**config.mk**
```make
export PLATFORM = sky130hd
export DESIGN_NAME = bcu_top
export DESIGN_NICKNAME = d
export VERILOG_FILES = /design/src/rtl/bcu_pkg.sv /design/src/rtl/bcu_bo_decode.sv /design/src/rtl/bcu_cond_eval.sv /design/src/rtl/bcu_target_sel.sv /design/src/rtl/bcu_top.sv
export SDC_FILE = /design/constraint.sdc
export NUM_CORES = 1
export LEC_CHECK = 0
export BUFFER_PORTS_ARGS = -buffer_cell sky130_fd_sc_hd__buf_4
export CAP_MARGIN = 30
export CELL_PAD_IN_SITES_DETAIL_PLACEMENT = 1
export CELL_PAD_IN_SITES_GLOBAL_PLACEMENT = 2
export CORE_ASPECT_RATIO = 0.7
export CORE_MARGIN = 2
export CORE_UTILIZATION = 27
export CTS_BUF_LIST = sky130_fd_sc_hd__clkbuf_4
export CTS_CLUSTER_DIAMETER = 80
export DETAILED_ROUTE_END_ITERATION = 7
export HOLD_SLACK_MARGIN = 0.15
export PLACE_DENSITY = 0.95
export SETUP_SLACK_MARGIN = 0.02
export SLEW_MARGIN = 20
export SYNTH_ARGS = -nofsm -noshare
export SYNTH_HDL_FRONTEND = slang
export SYNTH_SLANG_ARGS = --single-unit
```
**constraint.sdc**
```tcl
create_clock -name clk -period 5.1 [get_ports clk]
set_input_delay 1.02 -clock clk [delete_from_list [all_inputs] [get_ports clk]]
set_output_delay 1.02 -clock clk [all_outputs]
set_load 0.02 [all_outputs]
```
**src/rtl/bcu_pkg.sv**
```systemverilog
// Shared types for the branch condition evaluation unit.
// Assumes option code bit 4 is the first (most significant) bit.
package bcu_pkg;

    typedef enum logic [1:0] {
        FORM_UNC = 2'd0,   // unconditional, immediate target
        FORM_IMM = 2'd1,   // conditional, immediate target
        FORM_LR  = 2'd2,   // conditional, target from link register
        FORM_CTR = 2'd3    // conditional, target from count register
    } bform_e;

    // Decoded option-code controls
    typedef struct packed {
        logic dec;         // decrement the count register
        logic use_cond;    // consult the condition bit
        logic cond_sense;  // required value of the condition bit
        logic want_zero;   // count test: 1 = new count zero, 0 = non-zero
        logic always_tk;   // branch always
    } bo_ctl_t;

endpackage

```
**src/rtl/bcu_bo_decode.sv**
```systemverilog
// Decodes the five-bit option code into independent test controls.
// Don't-care bits and the hint bit (bit 0) are never read.
module bcu_bo_decode
    import bcu_pkg::*;
(
    input  logic [4:0] bo,
    output bo_ctl_t    ctl
);

    // Split the option code into its count, condition and always parts
    always_comb begin
        ctl.dec        = ~bo[2];
        ctl.use_cond   = ~bo[4];
        ctl.cond_sense = bo[3];
        ctl.want_zero  = bo[1];
        ctl.always_tk  = bo[4] & bo[2];
    end

endmodule

```
**src/rtl/bcu_cond_eval.sv**
```systemverilog
// Evaluates the condition-bit test and the decremented-count test.
// Assumes bit selector 0 addresses the MSB of the condition register.
module bcu_cond_eval
    import bcu_pkg::*;
#(
    parameter int XLEN = 32,
    parameter int CRW  = 32,
    localparam int BIW = $clog2(CRW)
) (
    input  bo_ctl_t           ctl,
    input  logic [BIW-1:0]    bi,
    input  logic [CRW-1:0]    cr,
    input  logic [XLEN-1:0]   ctr,
    output logic [XLEN-1:0]   ctr_dec,
    output logic              cond_met,
    output logic              ctr_met
);

    logic [CRW-1:0] cr_rev;
    logic           cr_bit;
    logic           dec_zero;

    // Reverse the condition register so the selector indexes from the MSB
    for (genvar i = 0; i < CRW; i++) begin : g_rev
        assign cr_rev[i] = cr[CRW-1-i];
    end

    // Select the bit, decrement the count and form both test results
    always_comb begin
        cr_bit   = cr_rev[bi];
        ctr_dec  = ctr - XLEN'(1);
        dec_zero = (ctr_dec == '0);
        cond_met = ~ctl.use_cond | (cr_bit == ctl.cond_sense);
        ctr_met  = ~ctl.dec | (dec_zero == ctl.want_zero);
    end

endmodule

```
**src/rtl/bcu_target_sel.sv**
```systemverilog
// Chooses the branch target per form and forms the next-instruction address.
// Register-sourced targets have their two low bits cleared.
module bcu_target_sel
    import bcu_pkg::*;
#(
    parameter int XLEN  = 32,
    parameter int ISTEP = 4
) (
    input  bform_e            form,
    input  logic [XLEN-1:0]   imm_tgt,
    input  logic [XLEN-1:0]   lr_in,
    input  logic [XLEN-1:0]   ctr_in,
    input  logic [XLEN-1:0]   pc,
    output logic [XLEN-1:0]   target,
    output logic [XLEN-1:0]   next_pc
);

    localparam logic [XLEN-1:0] ALIGN_MASK = ~XLEN'(ISTEP - 1);

    // Pick the target source and compute the return address
    always_comb begin
        unique case (form)
            FORM_LR:  target = lr_in & ALIGN_MASK;
            FORM_CTR: target = ctr_in & ALIGN_MASK;
            default:  target = imm_tgt;
        endcase
        next_pc = pc + XLEN'(ISTEP);
    end

endmodule

```
**src/rtl/bcu_top.sv**
```systemverilog
// Branch condition evaluation unit: one request in, registered result one
// cycle later. Assumes the caller applies the count and link writes.
module bcu_top
    import bcu_pkg::*;
#(
    parameter int XLEN = 32,
    parameter int CRW  = 32,
    localparam int BIW = $clog2(CRW)
) (
    input  logic             clk,
    input  logic             rst_n,
    input  logic             req_vld,
    input  logic [1:0]       form,
    input  logic             link_req,
    input  logic [4:0]       bo,
    input  logic [BIW-1:0]   bi,
    input  logic [CRW-1:0]   cr,
    input  logic [XLEN-1:0]  ctr_in,
    input  logic [XLEN-1:0]  lr_in,
    input  logic [XLEN-1:0]  imm_tgt,
    input  logic [XLEN-1:0]  pc,
    output logic             res_vld,
    output logic             taken,
    output logic [XLEN-1:0]  target,
    output logic             ctr_we,
    output logic [XLEN-1:0]  ctr_wdata,
    output logic             lr_we,
    output logic [XLEN-1:0]  lr_wdata,
    output logic             bad_form
);

    bform_e          form_e;
    bo_ctl_t         ctl;
    logic [XLEN-1:0] ctr_dec;
    logic            cond_met;
    logic            ctr_met;
    logic [XLEN-1:0] tgt_d;
    logic [XLEN-1:0] next_pc;
    logic            bad_d;
    logic            taken_d;
    logic            ctr_we_d;
    logic            lr_we_d;

    assign form_e = bform_e'(form);

    bcu_bo_decode u_dec (
        .bo  (bo),
        .ctl (ctl)
    );

    bcu_cond_eval #(.XLEN(XLEN), .CRW(CRW)) u_eval (
        .ctl      (ctl),
        .bi       (bi),
        .cr       (cr),
        .ctr      (ctr_in),
        .ctr_dec  (ctr_dec),
        .cond_met (cond_met),
        .ctr_met  (ctr_met)
    );

    bcu_target_sel #(.XLEN(XLEN)) u_tgt (
        .form    (form_e),
        .imm_tgt (imm_tgt),
        .lr_in   (lr_in),
        .ctr_in  (ctr_in),
        .pc      (pc),
        .target  (tgt_d),
        .next_pc (next_pc)
    );

    // Combine form, decoded tests and legality into the next-cycle result
    always_comb begin
        bad_d    = req_vld && (form_e == FORM_CTR) && ctl.dec;
        if (form_e == FORM_UNC) begin
            taken_d  = 1'b1;
            ctr_we_d = 1'b0;
        end else begin
            taken_d  = ctl.always_tk | (cond_met & ctr_met);
            ctr_we_d = ctl.dec;
        end
        taken_d  = req_vld && !bad_d && taken_d;
        ctr_we_d = req_vld && !bad_d && ctr_we_d;
        lr_we_d  = req_vld && !bad_d && link_req;
    end

    // Register the result; idle cycles clear every output
    always_ff @(posedge clk) begin
        if (!rst_n || !req_vld) begin
            res_vld   <= 1'b0;
            taken     <= 1'b0;
            target    <= '0;
            ctr_we    <= 1'b0;
            ctr_wdata <= '0;
            lr_we     <= 1'b0;
            lr_wdata  <= '0;
            bad_form  <= 1'b0;
        end else begin
            res_vld   <= 1'b1;
            taken     <= taken_d;
            target    <= tgt_d;
            ctr_we    <= ctr_we_d;
            ctr_wdata <= ctr_dec;
            lr_we     <= lr_we_d;
            lr_wdata  <= next_pc;
            bad_form  <= bad_d;
        end
    end

endmodule

```
-- Yosys cells after proc, flatten, opt, wreduce, memory -nomap -nowiden
Index checks and enable logic that the tools add are counted.
Widths: inputs -> output; s select.
- memory bits (writable): 0
- memories kept: 0
- latch bits: 0
- word-level logic and storage cells: 39
- output and inout port bits: 101
- register bits after elaboration: 101
- ROM bits: 0
- bits of input ports: 176
- reduce and logical (&&, ||, !) cells: 12
- eq/ne operators: 4
- add/sub/neg operators: 2
- bitwise operators: 6
- div/mod/pow operators: 0
- multipliers: 0
- multiplexer cells: 6
- $lt $le $gt $ge: 1
- shift-type cells: 0
- operators with widths (cell ; count):
    $pmux 32 s2 ; 1
    $add 32x3->32 const B ; 1
    $logic_not 32->1 ; 1
    $sub 32x1->32 const B ; 1
    $logic_and 1x1->1 ; 6
    $lt 5x6->1 const B ; 1
    $bmux 1 s5 ; 1
    $eq 2x2->1 const B ; 2
    $mux 1 ; 4
    $logic_not 1->1 ; 3
    $or 1x1->1 ; 3
    $and 1x1->1 ; 2
    $eq 1x1->1 ; 2
    $logic_not 2->1 ; 1
    $logic_or 1x1->1 ; 1
    $not 1->1 ; 1

-- Longest topological paths before layout
- depth after elaboration: 8
- mapped depth: 10
- depth with buffers taken out: 9

-- By module
A second synthesis with hierarchy kept.
- cell total of the unflattened synthesis: 560
- area total of the unflattened synthesis: 5168.7 sq um
- by module, submodules not included (module ; seq. area each (sq um) ; area an instance (sq um) ; cells each ; instances):
    bcu_top ; 2021.9 ; 2830.2 ; 228 ; 1
    bcu_target_sel ; 0.0 ; 1169.9 ; 181 ; 1
    bcu_cond_eval ; 0.0 ; 1139.8 ; 146 ; 1
    bcu_bo_decode ; 0.0 ; 28.8 ; 5 ; 1

-- Least setup slack after synthesis
No wires, ideal clock.
- path type: input-to-reg
- start: in ctr_in[3]
- end: reg taken
- setup slack: 2141 ps
- required time: 4978 ps
- arrival time: 2838 ps
- buffers on the path: 1
- stages: 8
- library setup time: 122 ps
- cells stage by stage: buf_6 nor4_4 nand2_2 nor3_1 xor2_1 or4b_2 o311ai_1 nor2_1
- word-level cells in the longest chain between the ends: 8
- RTL lines (what ; RTL line ; RTL):
    start: declaration ; bcu_top.sv:18 ; input logic [XLEN-1:0] ctr_in,
    $sub 32x1->32 ; bcu_cond_eval.sv:31 ; ctr_dec = ctr - XLEN'(1);
    $logic_not 32->1 ; bcu_cond_eval.sv:32 ; dec_zero = (ctr_dec == '0);
    $eq 1x1->1 ; bcu_cond_eval.sv:34 ; ctr_met = ~ctl.dec | (dec_zero == ctl.want_zero);
    $or 1x1->1 ; bcu_cond_eval.sv:34 ;
    $and 1x1->1 ; bcu_top.sv:78 ; taken_d = ctl.always_tk | (cond_met & ctr_met);
    $or 1x1->1 ; bcu_top.sv:78 ;
    $mux 1 ; bcu_top.sv:74 ; if (form_e == FORM_UNC) begin
    $logic_and 1x1->1 ; bcu_top.sv:81 ; taken_d = req_vld && !bad_d && taken_d;
    end signal: assignment ; bcu_top.sv:99 ; taken <= taken_d;
    end: declaration ; bcu_top.sv:23 ; output logic taken,
Every way passes these cells.
A chain may end at the register's enable or synchronous reset.

-- Worst setup path after layout
- start: in ctr_in[1]
- end: reg taken
Same word-level chain as after synthesis.

==> impl_metrics.json <==
{
  "status": "finished, final reports clean",
  "synthFlopType": "dfxtp_1",
  "synth_area_leaders": "dfxtp_1 (41%), nor2_1 (8.4%), mux2i_1 (6.9%)",
  "dp_cells": 1012,
  "p_seq_share_pct": 49.8,
  "numCtsBuffers": 9,
  "grt_pass1_wl_um": 27500,
  "ys_types": 60,
  "avgSynthCellArea_um2": 9.19,
  "setup_viol": 0,
  "cts_hold_buf": 0,
  "dr.pass1.iters": 4,
  "fin_crit_ps": 3380,
  "antenna_left": 0,
  "maxCapViolCount": 0,
  "whs_ps": 703,
  "instances_no_fill": 1028,
  "yosys_warnings": 0,
  "start_kind": "primary input",
  "netlist.area_leader.share_pct": 41.3,
  "cp.arrival_ps": 3760,
  "ctsResizeCount": 0,
  "synth-async-reset-ratio_pct": 0,
  "die-area_um2": 19300,
  "final.setup.tns_ps": 0,
  "rsz0062_at_grt": "no",
  "h-tree-depth": 3,
  "irDropWorstVdd_uv": 109,
  "io_buffers": 273,
  "drt-initial-drc-count": 214,
  "drc": 0,
  "grt_max_degree": 66,
  "grt_antenna_before_repair": 0,
  "tightest_slew_ps": 859,
  "via_per_inst": 4.67,
  "postSynthCellCount": 533,
  "netSwitchingFraction_pct": 29.5,
  "cts_tree": "built",
  "postCtsSetupBuffers": 0,
  "p_int_w": 0.00118,
  "synth-edff-count": 0,
  "power_frac_comb_pct": 23.5,
  "p_leak_nw": 3.18,
  "netlist_area_um2": 4900,
  "clock_path_buffers": 2,
  "overflow": 0,
  "crit_fanout": 11,
  "coreArea_um2": 17900,
  "synth_fp_nets": 712,
  "start_util_pct": 27.4,
  "cts_root_buf": "clkbuf_4",
  "hpwl_um": 14600,
  "path_class": "in2reg",
  "via_count": 4799,
  "num_rows": 41,
  "power_switching_w": 0.000494,
  "synth_commonest_cells": "nor2_1 (110), dfxtp_1 (101), mux2i_1 (34)",
  "routedWlPerCell_um": 17.7,
  "fin_crit_sh_pct": 66.3,
  "required_ps": 5480,
  "antenna_cells": 0,
  "p_per_area_nw_per_um2": 231,
  "drive_gt1_share_pct": 40.0,
  "ys_ff_latch": 101,
  "cts.clk_slew.worst_paths_ps": 160,
  "gp_congestion": 0.857,
  "synth_most_common_cell": "nor2_1",
  "first_global_vias": 4896,
  "area_growth_pct": 47.8,
  "pin_count": 277,
  "nNetsFinal": 966,
  "clockPowerShare_pct": 26.7,
  "fmax_ghz": 0.296,
  "hold_path_class": "in2reg",
  "wl_um": 18200,
  "maxSlewViolCount": 0,
  "grt_use_total_pct": 18.9,
  "die_h_um": 117,
  "p_total_w": 0.00168,
  "cts_sinks": 101,
  "maxSlewHeadroom_pct": 42.5,
  "final_hold_viol_count": 0,
  "end_kind": "register",
  "dieWidth_um": 165,
  "synth_top_area_cell": "dfxtp_1",
  "seq_area_frac_synth_pct": 41.3
}
[worst paths after layout]
kind                   from                end  slack (ps)  depth (start not counted)
setup / recovery  ctr_in[1]   taken$_SDFF_PN0_        1720                         10
hold / removal        bo[2]  ctr_we$_SDFF_PN0_         700                          2
[area by class of cell]
type | count | area [µm²]
clock buffers | 11 | 82.6
fillers | 2131 | 10700
flip-flops and latches | 101 | 2020
repair buffers | 274 | 2060
inverters | 5 | 18.8
clock inverters | 5 | 60.1
multi-input cells | 396 | 2710
well taps | 236 | 295
[worst max-delay path, cell delays in order]
cell and delay (ps):
buf_4 140, inv_1 80, ha_1 250, nor3b_2 750
nand2_4 210, o41a_1 460, a311oi_2 280, nand4_1 140
o311ai_1 370, nor2_1 70
[layer usage]
metal  vias to the layer above  global-route usage, %  wire length [µm]
met4                         0                   4.12               221
met3                        13                   6.21              1470
li1                       2375                      -                 -
met1                      2249                   25.1              8340
met5                         -                      0                 0
met2                       162                   30.0              8140
[state kept, by name (all words and copies together), names as in the netlist]
signal     count
taken          1
lr_we          1
bad_form       1
res_vld        1
target        32
ctr_wdata     32
ctr_we         1
lr_wdata      32
[power by group through the flow]
| stage | Combinational, W | Sequential, W | Clock [W] |
|---|---|---|---|
| detailed placement | 0.000398 | 0.000852 | 0 |
| global route | 0.000428 | 0.000839 | 0.000497 |
| global placement | 0.000392 | 0.000851 | 0 |
| floorplan | 0.000135 | 0.000897 | 0 |
| finish | 0.000394 | 0.000835 | 0.000447 |
| CTS | 0.000399 | 0.000835 | 0.000470 |
[layout by cell type, fill, tap and decap left out, types with 6 or more instances in the layout]
cell type	synthesis	final
a21oi_1	7	7
nand3_1	15	15
dfxtp_1	101	101
mux2i_1	34	34
a211oi_1	31	31
nand4_1	11	11
nand2_1	28	27
xor2_1	27	27
nand3b_1	6	6
xnor2_1	27	27
mux4_2	7	7
nor3_1	12	12
buf_4	1	274
and3_1	6	6
nor4_1	6	6
clkbuf_4	0	11
nor2_1	110	110
[cell families after synthesis]
family | after synthesis | share of synthesized area (%)
and+or+nand+nor | 235 | 24.8
DFF | 101 | 41.3
AOI/OAI and AO/OA | 63 | 9.73
xor gates and xnor gates | 54 | 9.66
muxes | 41 | 10.2
buffers and inverters | 36 | 3.65
adders and majority gates | 3 | 0.766
[metrics by stage]
step	setup slack [ps]	utilization, %	area, µm²
final	1720	40.4	7240
after CTS	1780	40.4	7240
after global routing	1590	40.4	7240
after global placement	1340	39.6	7100
after floorplan	2140	-	4900
after detailed placement	1250	39.6	7100
(Power assumes the default switching activity.)
